[config.mk]
export PLATFORM = sky130hd
export DESIGN_NAME = pad_input_window
export DESIGN_NICKNAME = d
export VERILOG_FILES = /design/src/rtl/pad_win_pkg.sv /design/src/rtl/pad_bit_sync.sv /design/src/rtl/pad_xlate.sv /design/src/rtl/pad_reg_window.sv /design/src/rtl/pad_input_window.sv
export SDC_FILE = /design/constraint.sdc
export NUM_CORES = 1
export LEC_CHECK = 0
export ABC_AREA = 1
export BUFFER_PORTS_ARGS = -buffer_cell sky130_fd_sc_hd__buf_2
export CORE_ASPECT_RATIO = 0.8
export CORE_MARGIN = 10
export CORE_UTILIZATION = 48
export DETAILED_ROUTE_END_ITERATION = 16
export PLACE_DENSITY_LB_ADDON = 0.2
export SETUP_SLACK_MARGIN = 0.4
export SLEW_MARGIN = 0
export SYNTH_ARGS = -nofsm -noshare
export SYNTH_HDL_FRONTEND = slang
export SYNTH_SLANG_ARGS = --single-unit
[constraint.sdc]
create_clock -name clk -period 1.6 [get_ports clk]
set_input_delay 0 -clock clk [delete_from_list [all_inputs] [get_ports clk]]
set_output_delay 0 -clock clk [all_outputs]
set_load 0.01 [all_outputs]
[src/rtl/pad_win_pkg.sv]
package pad_win_pkg;

    localparam int BTN_W       = 32;
    localparam int PAD_W       = 16;
    localparam int ADDR_W      = 8;
    localparam int DATA_W      = 32;
    localparam int NUM_PLAYERS = 2;
    localparam int SYNC_STAGES = 2;
    localparam int REG_STRIDE  = 4;
    localparam int WORD_IDX_W  = ADDR_W - $clog2(REG_STRIDE);

    // Upper byte is the face/shoulder byte, lower byte the d-pad/start byte.
    typedef struct packed {
        logic [7:0] face;
        logic [7:0] dpad;
    } pad_word_t;

    typedef enum logic [1:0] {
        SEL_PLAYER,
        SEL_STATUS,
        SEL_NONE
    } reg_sel_e;

    typedef struct packed {
        reg_sel_e               sel;
        logic [WORD_IDX_W-1:0]  idx;
    } decode_t;

    // Active-high host bitmap to active-low console pad word.
    function automatic pad_word_t pad_map(input logic [BTN_W-1:0] b);
        pad_word_t w;
        w.dpad = ~{b[1], b[2], b[0], b[3], b[4], b[15], b[14], b[5]};
        w.face = ~{b[8], b[7], b[9], b[6], b[11], b[10], b[13], b[12]};
        return w;
    endfunction

    function automatic decode_t decode_ofs(input logic [ADDR_W-1:0] a);
        decode_t d;
        d.idx = a[ADDR_W-1:$clog2(REG_STRIDE)];
        if (a[$clog2(REG_STRIDE)-1:0] != '0) begin
            d.sel = SEL_NONE;
        end else if (d.idx < WORD_IDX_W'(NUM_PLAYERS)) begin
            d.sel = SEL_PLAYER;
        end else if (d.idx == WORD_IDX_W'(NUM_PLAYERS)) begin
            d.sel = SEL_STATUS;
        end else begin
            d.sel = SEL_NONE;
        end
        return d;
    endfunction

endpackage

[src/rtl/pad_bit_sync.sv]
module pad_bit_sync
    import pad_win_pkg::*;
#(
    parameter int W = BTN_W
) (
    input  logic         clk,
    input  logic         rst,
    input  logic [W-1:0] async_i,
    output logic [W-1:0] sync_o,
    output logic         ready_o
);

    logic [W-1:0]           stage_q [SYNC_STAGES];
    logic [SYNC_STAGES-1:0] live_q;

    always_ff @(posedge clk) begin
        if (rst) begin
            for (int s = 0; s < SYNC_STAGES; s++) stage_q[s] <= '0;
            live_q <= '0;
        end else begin
            stage_q[0] <= async_i;
            for (int s = 1; s < SYNC_STAGES; s++) stage_q[s] <= stage_q[s-1];
            live_q <= {live_q[SYNC_STAGES-2:0], 1'b1};
        end
    end

    assign sync_o  = stage_q[SYNC_STAGES-1];
    assign ready_o = live_q[SYNC_STAGES-1];

    AST_SYNC_TWO_FLOPS: assert property (@(posedge clk) disable iff (rst)
        ready_o |-> sync_o == $past(async_i, 2));

endmodule

[src/rtl/pad_xlate.sv]
module pad_xlate
    import pad_win_pkg::*;
(
    input  logic                     clk,
    input  logic                     rst,
    input  logic [BTN_W-1:0]         bmap_i,
    input  logic                     ready_i,
    output pad_win_pkg::pad_word_t   word_o
);

    assign word_o = ready_i ? pad_map(bmap_i) : '0;

    AST_IDLE_RELEASED: assert property (@(posedge clk) disable iff (rst)
        (ready_i && bmap_i[PAD_W-1:0] == '0) |-> word_o == 16'hFFFF);

    AST_UPPER_BITS_DROPPED: assert property (@(posedge clk) disable iff (rst)
        (ready_i && bmap_i[PAD_W-1:0] == '0 && bmap_i[BTN_W-1:PAD_W] != '0)
        |-> $countones(word_o) == PAD_W);

endmodule

[src/rtl/pad_reg_window.sv]
module pad_reg_window
    import pad_win_pkg::*;
(
    input  logic                                    clk,
    input  logic                                    rst,
    input  pad_win_pkg::pad_word_t [NUM_PLAYERS-1:0] words_i,
    input  logic                                    rd_i,
    input  logic                                    wr_i,
    input  logic [ADDR_W-1:0]                       addr_i,
    input  logic [DATA_W-1:0]                       wdata_i,
    output logic [DATA_W-1:0]                       rdata_o,
    output logic                                    rvalid_o
);

    decode_t           dec;
    logic [DATA_W-1:0] rd_mux;

    always_comb begin
        dec    = decode_ofs(addr_i);
        rd_mux = '0;
        unique case (dec.sel)
            SEL_PLAYER: rd_mux = {{(DATA_W-PAD_W){1'b0}}, words_i[dec.idx[$clog2(NUM_PLAYERS)-1:0]]};
            SEL_STATUS: rd_mux = DATA_W'(1);
            default:    rd_mux = '0;
        endcase
    end

    always_ff @(posedge clk) begin
        if (rst) begin
            rdata_o  <= '0;
            rvalid_o <= 1'b0;
        end else begin
            rvalid_o <= rd_i;
            rdata_o  <= rd_i ? rd_mux : '0;
        end
    end

    AST_RVALID_AFTER_READ: assert property (@(posedge clk) disable iff (rst)
        rd_i |=> rvalid_o);

    AST_IDLE_BUS_QUIET: assert property (@(posedge clk) disable iff (rst)
        !rd_i |=> (!rvalid_o && rdata_o == '0));

    AST_STATUS_PRESENT: assert property (@(posedge clk) disable iff (rst)
        (rd_i && addr_i == ADDR_W'(NUM_PLAYERS * REG_STRIDE)) |=> rdata_o == DATA_W'(1));

    AST_STATE_UPPER_ZERO: assert property (@(posedge clk) disable iff (rst)
        (rd_i && addr_i < ADDR_W'(NUM_PLAYERS * REG_STRIDE)) |=> rdata_o[DATA_W-1:PAD_W] == '0);

    AST_UNMAPPED_ZERO: assert property (@(posedge clk) disable iff (rst)
        (rd_i && addr_i > ADDR_W'(NUM_PLAYERS * REG_STRIDE)) |=> rdata_o == '0);

    AST_WRITE_SILENT: assert property (@(posedge clk) disable iff (rst)
        (wr_i && !rd_i && $countones(wdata_i) >= 0) |=> !rvalid_o);

endmodule

[src/rtl/pad_input_window.sv]
module pad_input_window
    import pad_win_pkg::*;
(
    input  logic              clk,
    input  logic              rst,
    input  logic [31:0]       host_btn_p1_i,
    input  logic [31:0]       host_btn_p2_i,
    input  logic              bus_rd_i,
    input  logic              bus_wr_i,
    input  logic [7:0]        bus_addr_i,
    input  logic [31:0]       bus_wdata_i,
    output logic [31:0]       bus_rdata_o,
    output logic              bus_rvalid_o
);

    logic [BTN_W-1:0]                  btn_raw  [NUM_PLAYERS];
    logic [BTN_W-1:0]                  btn_sync [NUM_PLAYERS];
    logic [NUM_PLAYERS-1:0]            ready;
    pad_word_t [NUM_PLAYERS-1:0]       words;

    assign btn_raw[0] = host_btn_p1_i;
    assign btn_raw[1] = host_btn_p2_i;

    for (genvar p = 0; p < NUM_PLAYERS; p++) begin : g_player
        pad_bit_sync #(.W(BTN_W)) u_sync (
            .clk     (clk),
            .rst     (rst),
            .async_i (btn_raw[p]),
            .sync_o  (btn_sync[p]),
            .ready_o (ready[p])
        );

        pad_xlate u_xlate (
            .clk     (clk),
            .rst     (rst),
            .bmap_i  (btn_sync[p]),
            .ready_i (ready[p]),
            .word_o  (words[p])
        );
    end

    pad_reg_window u_window (
        .clk      (clk),
        .rst      (rst),
        .words_i  (words),
        .rd_i     (bus_rd_i),
        .wr_i     (bus_wr_i),
        .addr_i   (bus_addr_i),
        .wdata_i  (bus_wdata_i),
        .rdata_o  (bus_rdata_o),
        .rvalid_o (bus_rvalid_o)
    );

    AST_READ_DURING_RESET_ZERO: assert property (@(posedge clk)
        $past(rst) |-> (bus_rdata_o == '0 && !bus_rvalid_o));

endmodule

==> results of run 1 <==
==> worst min-delay path, cell delays in order <==
cell     delay (ns)
buf_2          0.26
nand2_1        0.12
o21ai_0        0.06
nand2_1        0.07
nor2_2         0.04
==> repair_timing <==
item,CTS,global route
resized for setup,0,1
hold endpoints to repair,35,0
hold buffers,41,0
endpoints found under the setup margin,0,6
==> cell families (layout without fill, tap and decap cells) <==
| group | Yosys count | in the layout |
|---|---|---|
| AND/OR/NAND/NOR | 125 | 125 |
| buffers and inverters | 113 | 202 |
| flip-flops | 83 | 83 |
| AO/OA/AOI/OAI | 16 | 16 |
| other | 1 | 17 |
==> where the power goes <==
| part | internal (mW) | total, mW | switching, mW |
|---|---|---|---|
| logic | 0.153 | 0.304 | 0.151 |
| registers | 2.14 | 2.16 | 0.0177 |
| clock network | 0.796 | 1.43 | 0.632 |
==> metal layers <==
| metal | up-vias | routed length [um] | part of all wire | track usage |
|---|---|---|---|---|
| met5 | - | 0 | 0 | 0 |
| met4 | 0 | 55 | 0.011 | 0.04602 |
| met3 | 10 | 360 | 0.073 | 0.06090 |
| met2 | 49 | 2421 | 0.49 | 0.1907 |
| met1 | 772 | 2125 | 0.43 | 0.1221 |
| li1 | 1103 | - | - | - |
==> layout make-up <==
type	count	area, sq um	area share
Antenna cell	1	2.502	0.0006852
Clock buffer	13	158.9	0.04351
Clock inverter	2	35.03	0.009592
Inverter	85	319.1	0.08736
Multi-Input combinational cell	157	656.9	0.1799
Sequential cell	83	1662	0.4549
Tap cell	78	97.59	0.02672
Timing Repair Buffer	102	720.7	0.1973
==> state kept, by name, indices dropped and copies added (netlist names) <==
name,cells
g_player.u_sync.stage_q,64
u_window.rdata_o,16
g_player.u_sync.live_q,2
u_window.rvalid_o,1
==> metrics by stage <==
stage | power, mW | setup WS, ns | instances | hold slack [ns] | utilization
global placement | 2.427 | 0.6635 | 464 | 0.2021 | 0.5503
floorplan | 2.382 | 0.6914 | 353 | 0.06848 | -
global route | 4.087 | 0.4513 | 520 | 0.2883 | 0.6606
CTS | 3.934 | 0.4704 | 520 | 0.2433 | 0.6596
finish | 3.894 | 0.4904 | 521 | 0.2614 | 0.6610
detailed placement | 2.431 | 0.6512 | 464 | 0.2022 | 0.5503
==> Yosys cell counts <==
cell and count:
dfxtp_1 83, clkbuf_1 2, nand2_1 34, nor2_2 11, nor2_4 1, buf_4 16, buf_6 1, conb_1 1
buf_2 9, a21oi_1 1, or2_1 1, inv_2 1, nor2_1 76, nand2_2 2, inv_1 84, o21ai_0 15
==> path summary, 6_finish.rpt <==
path,start,to,cells past startpoint
worst min-delay path,bus_addr_i[2],u_window.rdata_o[14],5
worst min register to register,g_player[1].u_sync.stage_q[0][0],g_player[1].u_sync.stage_q[0][32],2
worst max-delay path,bus_addr_i[6],u_window.rdata_o[1],6
worst max register to register,g_player[1].u_sync.live_q[1],u_window.rdata_o[8],4
==> results.yml, run 1 <==
setup_path:
  crit_fanout: 15
  worst-path-buf-inv: 2
  endpoint_kind: "flop"
  cp.arrival_ns: 1.38
  worstSetupPathType: "input pin to flop"
  path_cells: "dlygate4sd3_1, buf_2, or2_1, nor2_2, nand2_4, nor2_1"
  critPathTopFamily: "buffers and inverters"
  crit_required_ns: 1.87
  critPathMaxStageDelay_ns: 0.56
  start_kind: "input pin"
  cpMaxStageDelayCell: "dlygate4sd3_1"
  rrSetupSlack_ns: 0.65
min_path:
  hp-class: "input pin to flop"
timing:
  relSlewSlack: 0.6654
  hold_viol_final: 0
  setup_viol_count_final: 0
  rsz0062_at_grt: "false"
  setup_tns_ns: 0
  finalCriticalPeriod_ns: 1.110
  fmax_ghz: 0.9012
  skew_ns: 0.005363
  period_share: 0.6935
  worst_pin_slew_ns: 0.5019
  slew_violations: 0
power:
  power.density_nw_per_um2: 1066
  leakage_nw: 1.835
  vdd_drop_max_uv: 706.6
global_route:
  grt_pass1_wl_um: 8404
  grt_max_degree: 41
  grt_use_total: 0.1147
  overflow: 0
  antenna_found_initial: 0
  first_global_vias: 1896
clock_tree:
  cts_buffer_depth: 2
  clk_latency_ns: 0.34
  cts.reportedPaths.clkPinSlew_ns: 0.07
  clkSinkCount: 83
  cts_root_buf: "clkbuf_8"
  h-tree-depth: 3
  cts_made_buffers: 9
  post_cts_buffers: 0
  cts_tree: "yes"
cells_and_area:
  final_common_cell: "inv_1"
  synthToLayoutAreaGrowth_pct: 32.32
  fin_area_sq_um: 3652
  nFillCells: 492
  nNetsFinal: 546
  drive_above_1_share: 0.2014
  layout_common_cells: "84 x inv_1, 83 x dfxtp_1, 76 x nor2_1"
drt:
  wl_um: 4962
  drcViolationCount: 0
  final_antenna_net_count: 0
  vias_per_cell: 3.712
  first_iter_violations: 28
  vias: 1934
  drt_pre_antenna_iters: 4
  wl_per_cell_um: 9.524
outcome:
  outcome: "finished, final reports clean"
synth:
  synth_top_family_by_area: "simple AND/OR/NAND/NOR gates"
  synth_top_area_cell: "dfxtp_1"
  synth_warnings: 0
  synth_cells: 338
  synth_xor_area_frac: 0
  ys_ff_latch: 83
  avgSynthCellArea_sq_um: 8.166
  synth_cell_types: 16
  synth_mux_area_frac: 0
  yosysSeqAreaShare: 0.6020
  synth_compound_area_frac: 0.02901
  synth_top_area_frac: 0.6020
  syn_area_sq_um: 2760
  synth_area_leaders: "dfxtp_1 60%, inv_1 11%, nor2_1 10%"
  synthAdderAreaFrac: 0
  yosys.area_share.simple: 0.1854
run:
  cap_viol_max_count: 0
floorplanning:
  fp.dieH_um: 87.83
  io_pins: 141
  start_util: 0.4995
  core_sq_um: 5525
  dieArea_sq_um: 9202
  num_rows: 24
  fp.dieW_um: 104.8
place:
  placed_area_sq_um: 3040
  port_buffers: 59
  place.gp.congestion: 0.7334
  dp_hpwl_um: 3217
Note: power is estimated with default switching activity, not from simulation.
==> run 2, diff against run 1 <==
--- a/config.mk
+++ b/config.mk
@@ -9,7 +9,7 @@
 export BUFFER_PORTS_ARGS = -buffer_cell sky130_fd_sc_hd__buf_2
 export CORE_ASPECT_RATIO = 0.8
 export CORE_MARGIN = 10
-export CORE_UTILIZATION = 48
+export CORE_UTILIZATION = 44
 export DETAILED_ROUTE_END_ITERATION = 16
 export PLACE_DENSITY_LB_ADDON = 0.2
 export SETUP_SLACK_MARGIN = 0.4
==> constraint.sdc (replaced) <==
create_clock -name clk -period 1.1 [get_ports clk]
set_input_delay 0 -clock clk [delete_from_list [all_inputs] [get_ports clk]]
set_output_delay 0 -clock clk [all_outputs]
set_load 0.01 [all_outputs]
==> results.yml, run 2 (synthesis results as in run 1) <==
floorplanning:
  fp.dieW_um: 108.6
  dieArea_sq_um: 9861
  start_util: 0.4596
  io_pins: 141
  fp.dieH_um: 90.84
  core_sq_um: 6006
  num_rows: 25
clock_tree:
  cts_tree: "yes"
  cts.reportedPaths.clkPinSlew_ns: 0.07
  cts_made_buffers: 9
  clkSinkCount: 83
  clk_latency_ns: 0.34
  cts_root_buf: "clkbuf_8"
  cts_buffer_depth: 2
  h-tree-depth: 3
outcome:
  outcome: "finished, final reports clean"
place:
  port_buffers: 59
  dp_hpwl_um: 3387
  placedCellCount: 467
  placed_area_sq_um: 3058
  place.gp.congestion: 0.7166
min_path:
  hp-class: "input pin to flop"
cells_and_area:
  fin_area_sq_um: 3645
  top_regs: "g_player.u_sync.stage_q x64, u_window.rdata_o x16, g_player.u_sync.live_q x2"
  diodes: 0
  fin_cells: 517
  final_common_cell: "inv_1"
  nNetsFinal: 542
  nFillCells: 569
  synthToLayoutAreaGrowth_pct: 32.05
  drive_above_1_share: 0.2271
  top_register: "g_player.u_sync.stage_q"
  layout_common_cells: "83 x inv_1, 78 x dfxtp_1, 76 x nor2_1"
  largest_reg_flops: 64
global_route:
  grt_use_total: 0.1071
  antenna_found_initial: 0
  grt_max_degree: 66
  grt_pass1_wl_um: 8390
  overflow: 0
  first_global_vias: 1937
timing:
  finalCriticalPeriod_ns: 0.9097
  setup_tns_ns: 0
  hold_viol_final: 0
  skew_ns: 0.003804
  period_share: 0.8270
  fmax_ghz: 1.099
  setup_viol_count_final: 0
  fin_hold_ws_ns: 0.01330
  slew_violations: 0
  rsz0062_at_grt: "true"
setup_path:
  crit_fanout: 7
  cp.arrival_ns: 1.18
  endpoint_kind: "flop"
  crit_required_ns: 1.37
  worstSetupPathType: "flop to flop"
  start_kind: "flop"
drt:
  wl_um: 5021
  first_iter_violations: 60
  vias: 1972
  vias_per_cell: 3.814
  drt_pre_antenna_iters: 4
  wl_per_cell_um: 9.712
  final_antenna_net_count: 0
  drcViolationCount: 0
run:
  cap_viol_max_count: 0
power:
  leakage_nw: 1.805
  power.density_nw_per_um2: 1461
  vdd_drop_max_uv: 786.2
[run 2: cell types whose count changed in the layout (fill, tap and decap cells not counted), sizes merged]
cell         delta
clkbuf          +1
bufinv          -1
buf             +1
diode           -1
clkinv          -1
dlygate4sd3     -6
[run 2: layer usage]
layer | GRT usage | vias to the layer above | part of all wire
met1 | 0.1115 | 817 | 0.40
met5 | 0 | - | 0
met3 | 0.05136 | 10 | 0.086
met2 | 0.1787 | 53 | 0.50
met4 | 0.04605 | 0 | 0.015
li1 | - | 1092 | -
[run 2: critical path: stages (launching register included)]
cell	delay (ns)
dfxtp_2	0.33
inv_2	0.04
nor2_4	0.14
clkbuf_16	0.18
nand2_1	0.05
nor2_1	0.10
[run 2: cell type report]
class / count / area, sq um / share of cell area
Clock buffer: 13 / 148.9 / 0.04085
Inverter: 85 / 319.1 / 0.08754
Multi-Input combinational cell: 157 / 664.4 / 0.1823
Sequential cell: 83 / 1668 / 0.4576
Tap cell: 81 / 101.3 / 0.02781
Timing Repair Buffer: 98 / 743.2 / 0.2039
[run 2: per-stage QoR]
stage / util / total power, mW / worst slack (ns)
finish: 0.6069 / 5.325 / 0.1903
global placement: 0.5092 / 3.538 / 0.1827
floorplan: - / 3.466 / 0.2886
detailed placement: 0.5092 / 3.546 / 0.1637
CTS: 0.5956 / 5.375 / 0.2422
global route: 0.6069 / 5.610 / 0.1380
[run 2: what timing repair did]
item / CTS / global route
gates resized for setup: 0 / 13
hold buffers: 35 / 0
hold endpoints to repair: 35 / 0
endpoints found under the setup margin: 33 / 33
buffers inserted: 1 / 0
pin swaps: 5 / 15
cloned: 0 / 1
[run 2: final timing paths]
kind	slack (ns)	start	cells past startpoint	end
worst max-delay path	0.19	g_player[1].u_sync.live_q[1]	5	u_window.rdata_o[1]
worst min-delay path	0.01	bus_addr_i[0]	6	u_window.rdata_o[0]
worst max register to register	0.19	g_player[1].u_sync.live_q[1]	5	u_window.rdata_o[1]
worst min register to register	0.40	g_player[0].u_sync.live_q[0]	2	g_player[1].u_sync.live_q[1]
[run 2: power breakdown]
group | switching, mW | internal (mW) | leakage, nW | total, mW
registers | 0.0272 | 3.12 | 0.686 | 3.15
logic | 0.220 | 0.225 | 1.04 | 0.445
clock network | 0.885 | 0.847 | 0.0754 | 1.73
==> run 3, diff against run 2 <==
--- a/config.mk
+++ b/config.mk
@@ -9,7 +9,7 @@
 export BUFFER_PORTS_ARGS = -buffer_cell sky130_fd_sc_hd__buf_2
 export CORE_ASPECT_RATIO = 0.8
 export CORE_MARGIN = 10
-export CORE_UTILIZATION = 44
+export CORE_UTILIZATION = 40
 export DETAILED_ROUTE_END_ITERATION = 16
 export PLACE_DENSITY_LB_ADDON = 0.2
 export SETUP_SLACK_MARGIN = 0.4
==> constraint.sdc (replaced) <==
create_clock -name clk -period 0.8 [get_ports clk]
set_input_delay 0 -clock clk [delete_from_list [all_inputs] [get_ports clk]]
set_output_delay 0 -clock clk [all_outputs]
set_load 0.01 [all_outputs]
==> results.yml, run 3 (synthesis results as in run 1) <==
clock_tree:
  h-tree-depth: 3
  cts.reportedPaths.clkPinSlew_ns: 0.08
  cts_root_buf: "clkbuf_8"
  cts_buffer_depth: 2
  clkSinkCount: 83
  clk_latency_ns: 0.34
  cts_made_buffers: 9
  cts_tree: "yes"
floorplanning:
  io_pins: 141
  fp.dieW_um: 112.9
  num_rows: 26
  fp.dieH_um: 94.30
  dieArea_sq_um: 10640
  core_sq_um: 6539
  start_util: 0.4221
min_path:
  min_path_cells: 3
  hold_path_end: "g_player[1].u_sync.stage_q[0][9]"
  hp-class: "input pin to flop"
  min_from: "host_btn_p2_i[9]"
outcome:
  outcome: "finished, violations left"
  violations: "negative hold slack, negative setup slack"
run:
  cap_viol_max_count: 0
setup_path:
  critPathTopFamily: "flip-flops"
  worstSetupPathType: "flop to flop"
  worst-path-buf-inv: 2
  endpoint_kind: "flop"
  r2r_cells: 5
  r2r-end: "u_window.rdata_o[7]"
  r2r_start: "g_player[1].u_sync.live_q[1]"
  path_cells: "inv_2, nor2_4, buf_12, nand2_1, nor2_2"
  cp.arrival_ns: 1.15
  crit_fanout: 8
  critPathMaxStageDelay_ns: 0.34
  cp_num_cells: 5
  rrSetupSlack_ns: -0.08
  cpMaxStageDelayCell: "dfxtp_2"
  start_kind: "flop"
  crit_required_ns: 1.07
cells_and_area:
  final_common_cell: "inv_1"
  drive_above_1_share: 0.3464
  largest_reg_flops: 64
  nNetsFinal: 512
  layout_common_cells: "70 x inv_1, 68 x nor2_1, 64 x dfxtp_1"
  top_register: "g_player.u_sync.stage_q"
  fin_cells: 491
  fin_util: 0.5205
  top_regs: "g_player.u_sync.stage_q x64, u_window.rdata_o x16, g_player.u_sync.live_q x2"
  diodes: 0
  synthToLayoutAreaGrowth_pct: 23.30
drt:
  drt_pre_antenna_iters: 4
  final_antenna_net_count: 0
  vias_per_cell: 3.807
  first_iter_violations: 55
  vias: 1869
  wl_per_cell_um: 9.916
  wl_um: 4869
  drcViolationCount: 0
place:
  placedCellCount: 475
  dp_hpwl_um: 3750
  port_buffers: 59
  place.gp.congestion: 0.7236
global_route:
  first_global_vias: 1936
  grt_use_total: 0.09695
  grt_pass1_wl_um: 8211
  antenna_found_initial: 0
  grt_max_degree: 39
  overflow: 0
timing:
  fmax_ghz: 1.141
  setup_viol_count_final: 15
  finalCriticalPeriod_ns: 0.8766
  hold_viol_final: 34
  fin_hold_ws_ns: -0.1498
  slew_violations: 0
  skew_ns: 0.008250
  rsz0062_at_grt: "true"
  setup_slack_ns: -0.07663
  period_share: 1.096
power:
  power.density_nw_per_um2: 2176
  vdd_drop_max_uv: 1153
  leakage_nw: 1.695
[run 3: changes by cell type in the layout (fill, tap and decap cells not counted), moves of 8 or more]
cell           delta
dlygate4sd3_1    -35
dfxtp_1          -14
dfxtp_2          +14
inv_1            -13
inv_2            +13
nor2_1            -8
nor2_2            +8
[run 3: report_power, final]
part / switching [mW] / internal (mW)
Clock: 1.29 / 1.26
Sequential: 0.0455 / 4.30
Combinational: 0.295 / 0.224
[run 3: worst max path at each step]
stage                                            start                   end  slack, ns
final                     g_player[1].u_sync.live_q[1]   u_window.rdata_o[7]      -0.08
after global routing      g_player[1].u_sync.live_q[1]   u_window.rdata_o[2]      -0.13
after CTS                 g_player[1].u_sync.live_q[1]  u_window.rdata_o[10]      -0.08
after detailed placement                 bus_addr_i[7]  u_window.rdata_o[15]      -0.15
after global placement                   bus_addr_i[7]  u_window.rdata_o[15]      -0.12
after floorplan           g_player[1].u_sync.live_q[1]   u_window.rdata_o[5]      -0.01
[run 3: tightest hold or removal path, cell delays in order]
cell,delay (ns)
buf_2,0.09
inv_1,0.04
nor2_1,0.03
[run 3: repair_timing]
action | CTS | global route
setup endpoints to repair | 66 | 66
pin swaps | 1 | 9
setup buffers | 1 | 0
resized for setup | 6 | 43
endpoints found under the hold margin | 34 | 34
gates cloned | 0 | 1
[run 3: routing by layer]
metal	vias up	track usage	wire, um	share of wire
li1	1036	-	-	-
met1	783	0.1055	2246	0.46
met2	46	0.1494	2151	0.44
met3	4	0.06194	415	0.085
met4	0	0.03797	55	0.011
met5	-	0	0	0
[run 3: through the flow]
step | setup TNS (ns) | setup WS [ns] | total power [mW] | area (sq um)
final | -0.9439 | -0.07663 | 7.405 | 3403
after global routing | -2.058 | -0.1311 | 7.790 | 3403
after floorplan | -0.09938 | -0.009939 | 4.784 | 2855
after CTS | -0.6740 | -0.07740 | 7.474 | 3317
after detailed placement | -1.727 | -0.1464 | 4.917 | 3112
after global placement | -1.531 | -0.1159 | 4.909 | 3112
[run 3: cell type report]
class	count	area, sq um
Clock inverter	2	12.51
Clock buffer	12	155.1
Timing Repair Buffer	68	442.9
Inverter	85	319.1
Fill cell	672	3136
Tap cell	84	105.1
Multi-Input combinational cell	157	683.2
Sequential cell	83	1685
